--- config.mk ---
export PLATFORM = sky130hd
export DESIGN_NAME = wdt_two_stage
export DESIGN_NICKNAME = d
export VERILOG_FILES = /design/src/rtl/wdt_pkg.sv /design/src/rtl/wdt_cfg_regs.sv /design/src/rtl/wdt_down_counter.sv /design/src/rtl/wdt_stage_ctrl.sv /design/src/rtl/wdt_two_stage.sv
export SDC_FILE = /design/constraint.sdc
export NUM_CORES = 1
export LEC_CHECK = 0
export CORE_ASPECT_RATIO = 1.25
export CORE_MARGIN = 5
export CORE_UTILIZATION = 60
export CTS_BUF_LIST = sky130_fd_sc_hd__clkbuf_2 sky130_fd_sc_hd__clkbuf_4 sky130_fd_sc_hd__clkbuf_8
export DETAILED_ROUTE_END_ITERATION = 10
export DONT_BUFFER_PORTS = 1
export GPL_TIMING_DRIVEN = 0
export PLACE_DENSITY = 0.76
export SETUP_SLACK_MARGIN = 0.1
export SYNTH_ARGS = -nofsm -noshare
export SYNTH_HDL_FRONTEND = slang
export SYNTH_HIERARCHICAL = 1
export SYNTH_SLANG_ARGS = --single-unit
export TNS_END_PERCENT = 20
--- constraint.sdc ---
create_clock -name clk -period 4.4 [get_ports clk]
set_input_delay 0 -clock clk [delete_from_list [all_inputs] [get_ports clk]]
set_output_delay 0 -clock clk [all_outputs]
set_load 0.02 [all_outputs]
--- src/rtl/wdt_pkg.sv ---
package wdt_pkg;
  typedef enum logic [2:0] {
    A_RELOAD = 3'd0,
    A_TIMER  = 3'd1,
    A_CTRL   = 3'd2,
    A_STAT1  = 3'd3,
    A_STAT2  = 3'd4
  } wdt_addr_e;

  localparam int HALT_BIT   = 11;
  localparam int ST1_BIT    = 3;
  localparam int ST2_BIT    = 1;
  localparam int RELOAD_KEY = 1;
endpackage

--- src/rtl/wdt_cfg_regs.sv ---
module wdt_cfg_regs
  import wdt_pkg::*;
#(
  parameter int DATA_W  = 16,
  parameter int CNT_W   = 10,
  parameter int MIN_TMO = 4,
  parameter int RST_TMO = 4
) (
  input  logic              clk,
  input  logic              rst_n,
  input  logic              wr_en,
  input  logic [2:0]        addr,
  input  logic [DATA_W-1:0] wdata,
  output logic [CNT_W-1:0]  tmo_q,
  output logic              halt_q,
  output logic              reload_req
);
  logic [CNT_W-1:0] tmo_d;
  logic             halt_d;
  logic             tmo_we, ctrl_we;

  assign tmo_we  = wr_en && (addr == A_TIMER) &&
                   (wdata[CNT_W-1:0] >= CNT_W'(MIN_TMO));
  assign ctrl_we = wr_en && (addr == A_CTRL);
  assign reload_req = wr_en && (addr == A_RELOAD) &&
                      (wdata == DATA_W'(RELOAD_KEY));

  always_comb begin
    tmo_d  = tmo_q;
    halt_d = halt_q;
    if (tmo_we)  tmo_d  = wdata[CNT_W-1:0];
    if (ctrl_we) halt_d = wdata[HALT_BIT];
  end

  always_ff @(posedge clk or negedge rst_n) begin
    if (!rst_n) begin
      tmo_q  <= CNT_W'(RST_TMO);
      halt_q <= 1'b1;
    end else begin
      tmo_q  <= tmo_d;
      halt_q <= halt_d;
    end
  end
endmodule

--- src/rtl/wdt_down_counter.sv ---
module wdt_down_counter #(
  parameter int CNT_W   = 10,
  parameter int RST_TMO = 4
) (
  input  logic             clk,
  input  logic             rst_n,
  input  logic             load,
  input  logic [CNT_W-1:0] load_val,
  input  logic             step,
  output logic [CNT_W-1:0] cnt_q,
  output logic             expire
);
  logic [CNT_W-1:0] cnt_d;
  logic             at_zero;

  assign at_zero = (cnt_q == '0);
  assign expire  = step && at_zero && !load;

  always_comb begin
    cnt_d = cnt_q;
    if (load || expire) cnt_d = load_val;
    else if (step)      cnt_d = cnt_q - CNT_W'(1);
  end

  always_ff @(posedge clk or negedge rst_n) begin
    if (!rst_n) cnt_q <= CNT_W'(RST_TMO);
    else        cnt_q <= cnt_d;
  end
endmodule

--- src/rtl/wdt_stage_ctrl.sv ---
module wdt_stage_ctrl (
  input  logic clk,
  input  logic rst_n,
  input  logic expire,
  input  logic no_reboot,
  input  logic clr1,
  input  logic clr2,
  output logic st1_q,
  output logic st2_q,
  output logic pulse_q
);
  logic st1_d, st2_d, pulse_d;
  logic second;

  assign second = expire && st1_q;

  always_comb begin
    st1_d   = st1_q;
    st2_d   = st2_q;
    pulse_d = 1'b0;
    if (clr1) st1_d = 1'b0;
    if (clr2) st2_d = 1'b0;
    if (expire && !st1_q) st1_d = 1'b1;
    if (second) begin
      st2_d   = 1'b1;
      pulse_d = !no_reboot;
    end
  end

  always_ff @(posedge clk or negedge rst_n) begin
    if (!rst_n) begin
      st1_q   <= 1'b0;
      st2_q   <= 1'b0;
      pulse_q <= 1'b0;
    end else begin
      st1_q   <= st1_d;
      st2_q   <= st2_d;
      pulse_q <= pulse_d;
    end
  end
endmodule

--- src/rtl/wdt_two_stage.sv ---
module wdt_two_stage
  import wdt_pkg::*;
#(
  parameter int DATA_W  = 16,
  parameter int CNT_W   = 10,
  parameter int MIN_TMO = 4,
  parameter int RST_TMO = 4
) (
  input  logic              clk,
  input  logic              rst_n,
  input  logic              tick_en,
  input  logic              no_reboot,
  input  logic              wr_en,
  input  logic [2:0]        addr,
  input  logic [DATA_W-1:0] wdata,
  output logic [DATA_W-1:0] rdata,
  output logic              sys_rst
);
  localparam int PAD_W = DATA_W - CNT_W;

  logic [CNT_W-1:0] tmo_q, cnt_q;
  logic             halt_q, reload_req, expire;
  logic             st1_q, st2_q, clr1, clr2;

  wdt_cfg_regs #(
    .DATA_W(DATA_W), .CNT_W(CNT_W), .MIN_TMO(MIN_TMO), .RST_TMO(RST_TMO)
  ) u_cfg (
    .clk(clk), .rst_n(rst_n), .wr_en(wr_en), .addr(addr), .wdata(wdata),
    .tmo_q(tmo_q), .halt_q(halt_q), .reload_req(reload_req)
  );

  wdt_down_counter #(.CNT_W(CNT_W), .RST_TMO(RST_TMO)) u_cnt (
    .clk(clk), .rst_n(rst_n), .load(reload_req), .load_val(tmo_q),
    .step(tick_en && !halt_q), .cnt_q(cnt_q), .expire(expire)
  );

  assign clr1 = wr_en && (addr == A_STAT1) && wdata[ST1_BIT];
  assign clr2 = wr_en && (addr == A_STAT2) && wdata[ST2_BIT];

  wdt_stage_ctrl u_stage (
    .clk(clk), .rst_n(rst_n), .expire(expire), .no_reboot(no_reboot),
    .clr1(clr1), .clr2(clr2), .st1_q(st1_q), .st2_q(st2_q),
    .pulse_q(sys_rst)
  );

  always_comb begin
    rdata = '0;
    case (addr)
      A_RELOAD: rdata = {{PAD_W{1'b0}}, cnt_q};
      A_TIMER:  rdata = {{PAD_W{1'b0}}, tmo_q};
      A_CTRL:   rdata[HALT_BIT] = halt_q;
      A_STAT1:  rdata[ST1_BIT]  = st1_q;
      A_STAT2:  rdata[ST2_BIT]  = st2_q;
      default:  rdata = '0;
    endcase
  end
endmodule

==> impl_metrics.toml <==
[min_path]
hold_path_class = "in2out"

[logic_synthesis]
yosysTopAreaCell = "dfrtp_1"
ys_seq_elements = 24
synth.top_cell.area_share_pct = 33.6
async_flop_share_pct = 100
synth.most_common_cell = "nor2_1"
synth-main-ff-cell = "dfrtp_1"
synthTopCellsByArea = "dfrtp_1 34%, mux2_2 8.6%, nor2_1 5.3%"
synth_commonest_cells = "22 x nor2_1, 21 x dfrtp_1, 12 x mux2_2"
syn_inst = 151
synth_edf_count = 0
yosys_warnings = 6
yosysSeqAreaShare_pct = 38.7
ys_types = 45
synth.avg_cell_area_um2 = 10.3
synthesis.area_um2 = 1560

[sta]
rsz0062_at_grt = "false"
period_minus_slack_ns = 1.97
final_max_slew_viol_count = 0
slew_headroom_pct = 28.0
fin_crit_sh_pct = 44.7
worstMarginPinSlew_ns = 1.08
worst_clock_skew_ns = 0.00153
fmax_mhz = 509
setup_viol = 0
hold_slack_ns = 0.0892
final_hold_viol_count = 0
setup_tns_ns = 0

[layout]
drive_above_1_share_pct = 23.5
finalNetCount = 213
antenna_cells = 0
synthToLayoutAreaGrowth_pct = 23.9

[critical_path]
arrival_ns = 2.18
required_ns = 4.62
crit_path_start_kind = "register"
criticalPathCategory = "reg2reg"
path_max_fanout = 7
cp-end-kind = "register"

[floorplan]
die_area_um2 = 3730
ios = 41
start_util_pct = 63.1
rows = 20
die_width_um = 55.6
core-area_um2 = 2480
fp.dieH_um = 67.1

[detailed_routing]
vias = 1264
wl_per_cell_um = 16.8
ant_nets = 0
via_per_inst = 5.75
routed-wl-met3_um = 188
route.top_layer_used = "met4"
wl_met2_um = 2000
drt_first_pass_iters = 4
drt-met1-wl_um = 1390
drc_errors = 0
routed_wl_um = 3690
drt-initial-drc-count = 29

[global_route]
antenna_found_initial = 0
grt_overflow = 0
grt_pass1_vias = 1316
track_usage_pct = 20.9
grt_first_pass_wirelength_um = 5970
grt_max_degree = 25

[pwr]
comb_power_share_pct = 37.7
ir_worst_vdd_mv = 0.324
intPower_w = 0.000504
p_clk_share_pct = 14.3
p_seq_share_pct = 47.9
leakage_nw = 0.800
p_switching_w = 0.000291
power_w = 0.000795
p_sw_share_pct = 36.6
power_density_nw_per_um2 = 411

[clocking]
ctsResizeCount = 0
root_buffer = "clkbuf_4"
cts_tree = "done"
cts_buffers = 3
clock_latency_ns = 0.31
clock_sinks = 24
clk_path_buf_depth = 2
htreeDepth = 1
clkTransAtPathRegs_ns = 0.13
cts_hold_buf = 28
post_cts_buffers = 0

[flow_run]
drv_cap = 0

[placed_design]
dp_hpwl_um = 2440
portBuffers = 0
globalplace.congestion = 0.797

[run_status]
status = "finished clean"
==> stage by stage <==
stage	std cells	util [%]	cell area [um^2]	worst slack (ns)
floorplan	155	-	1580	2.79
global placement	188	65.4	1620	2.39
detailed placement	188	65.4	1620	2.31
CTS	220	78.1	1940	2.53
global route	220	78.1	1940	2.25
finish	220	78.1	1940	2.43
==> cells in the final DEF (no fill, tap or decap), types with 3 or more instances in the layout <==
master,instances
mux2_2,12
a21oi_1,5
nand2_1,7
nor2_1,22
buf_4,5
conb_1,5
dlygate4sd3_1,28
nor2b_1,3
clkbuf_4,3
o21ai_0,3
a211oi_1,5
mux2i_1,8
dfrtp_1,21
inv_1,6
nor2_2,3
dfstp_2,3
nor4_1,5
a31oi_1,4
buf_6,4
xor2_1,3
==> layer usage <==
| layer | vias up | global-route usage, % |
|---|---|---|
| met5 | - | 0 |
| met4 | 0 | 10.6 |
| met3 | 12 | 4.84 |
| met2 | 41 | 38.0 |
| met1 | 609 | 22.5 |
| li1 | 602 | - |
==> cell type report <==
cell class	count	area, um^2
repair buffers	28	280
fillers	153	542
clock buffers	4	36.3
flip-flops and latches	24	604
multi-input cells	114	848
inverters	6	22.5
well taps	33	41.3
plain buffers	11	103
==> sequential cells by signal (all words and copies together) (netlist names) <==
register and cells:
u_stage/pulse_q 1, u_cnt/cnt_q 10, u_stage/st2_q 1, u_stage/st1_q 1, u_cfg/tmo_q 10, u_cfg/halt_q 1
==> power groups by stage <==
stage          registers (W)  clock network, W  logic [W]
2_1_floorplan       0.000365                 0   0.000217
3_3_place_gp        0.000382                 0   0.000236
6_report            0.000381          0.000114   0.000300
5_1_grt             0.000393          0.000128   0.000330
3_5_place_dp        0.000386                 0   0.000245
4_1_cts             0.000380          0.000118   0.000293
==> worst paths after layout <==
| path | from | endpoint | slack, ns | cells after the start |
|---|---|---|---|---|
| worst max-delay path | u_cfg/halt_q | u_stage/st2_q | 2.43 | 7 |
| worst min-delay path | addr[1] | rdata[1] | 0.09 | 1 |
| worst max register to register | u_cfg/halt_q | u_stage/st2_q | 2.43 | 7 |
| worst min register to register | u_stage/st1_q | u_stage/st1_q | 0.51 | 1 |
| max in group asynchronous | rst_n | u_cfg/tmo_q[5] | 3.44 | 1 |
| min in group asynchronous | rst_n | u_stage/pulse_q | 0.32 | 1 |
==> cell families (layout without fill, tap and decap cells) <==
| logic type | Yosys count | in the layout | share of synthesized area (%) |
|---|---|---|---|
| buf+inv | 17 | 49 | 8.01 |
| compound gates | 23 | 23 | 12.3 |
| xor+xnor | 5 | 5 | 2.80 |
| flops | 24 | 24 | 38.7 |
| simple gates | 60 | 60 | 23.4 |
| fa+ha+maj | 1 | 1 | 0.801 |
| mux | 20 | 20 | 13.8 |
| other cells | 1 | 5 | 0.240 |
==> worst max-delay path, stage by stage (launching register included) <==
cell	delay [ns]
dfstp_2	0.40
nor2b_1	0.35
and3b_1	0.25
buf_6	0.13
nand2_1	0.08
nor4_1	0.35
nand2_1	0.16
o21ai_0	0.14
No activity file was read; power rests on OpenSTA's default activity.
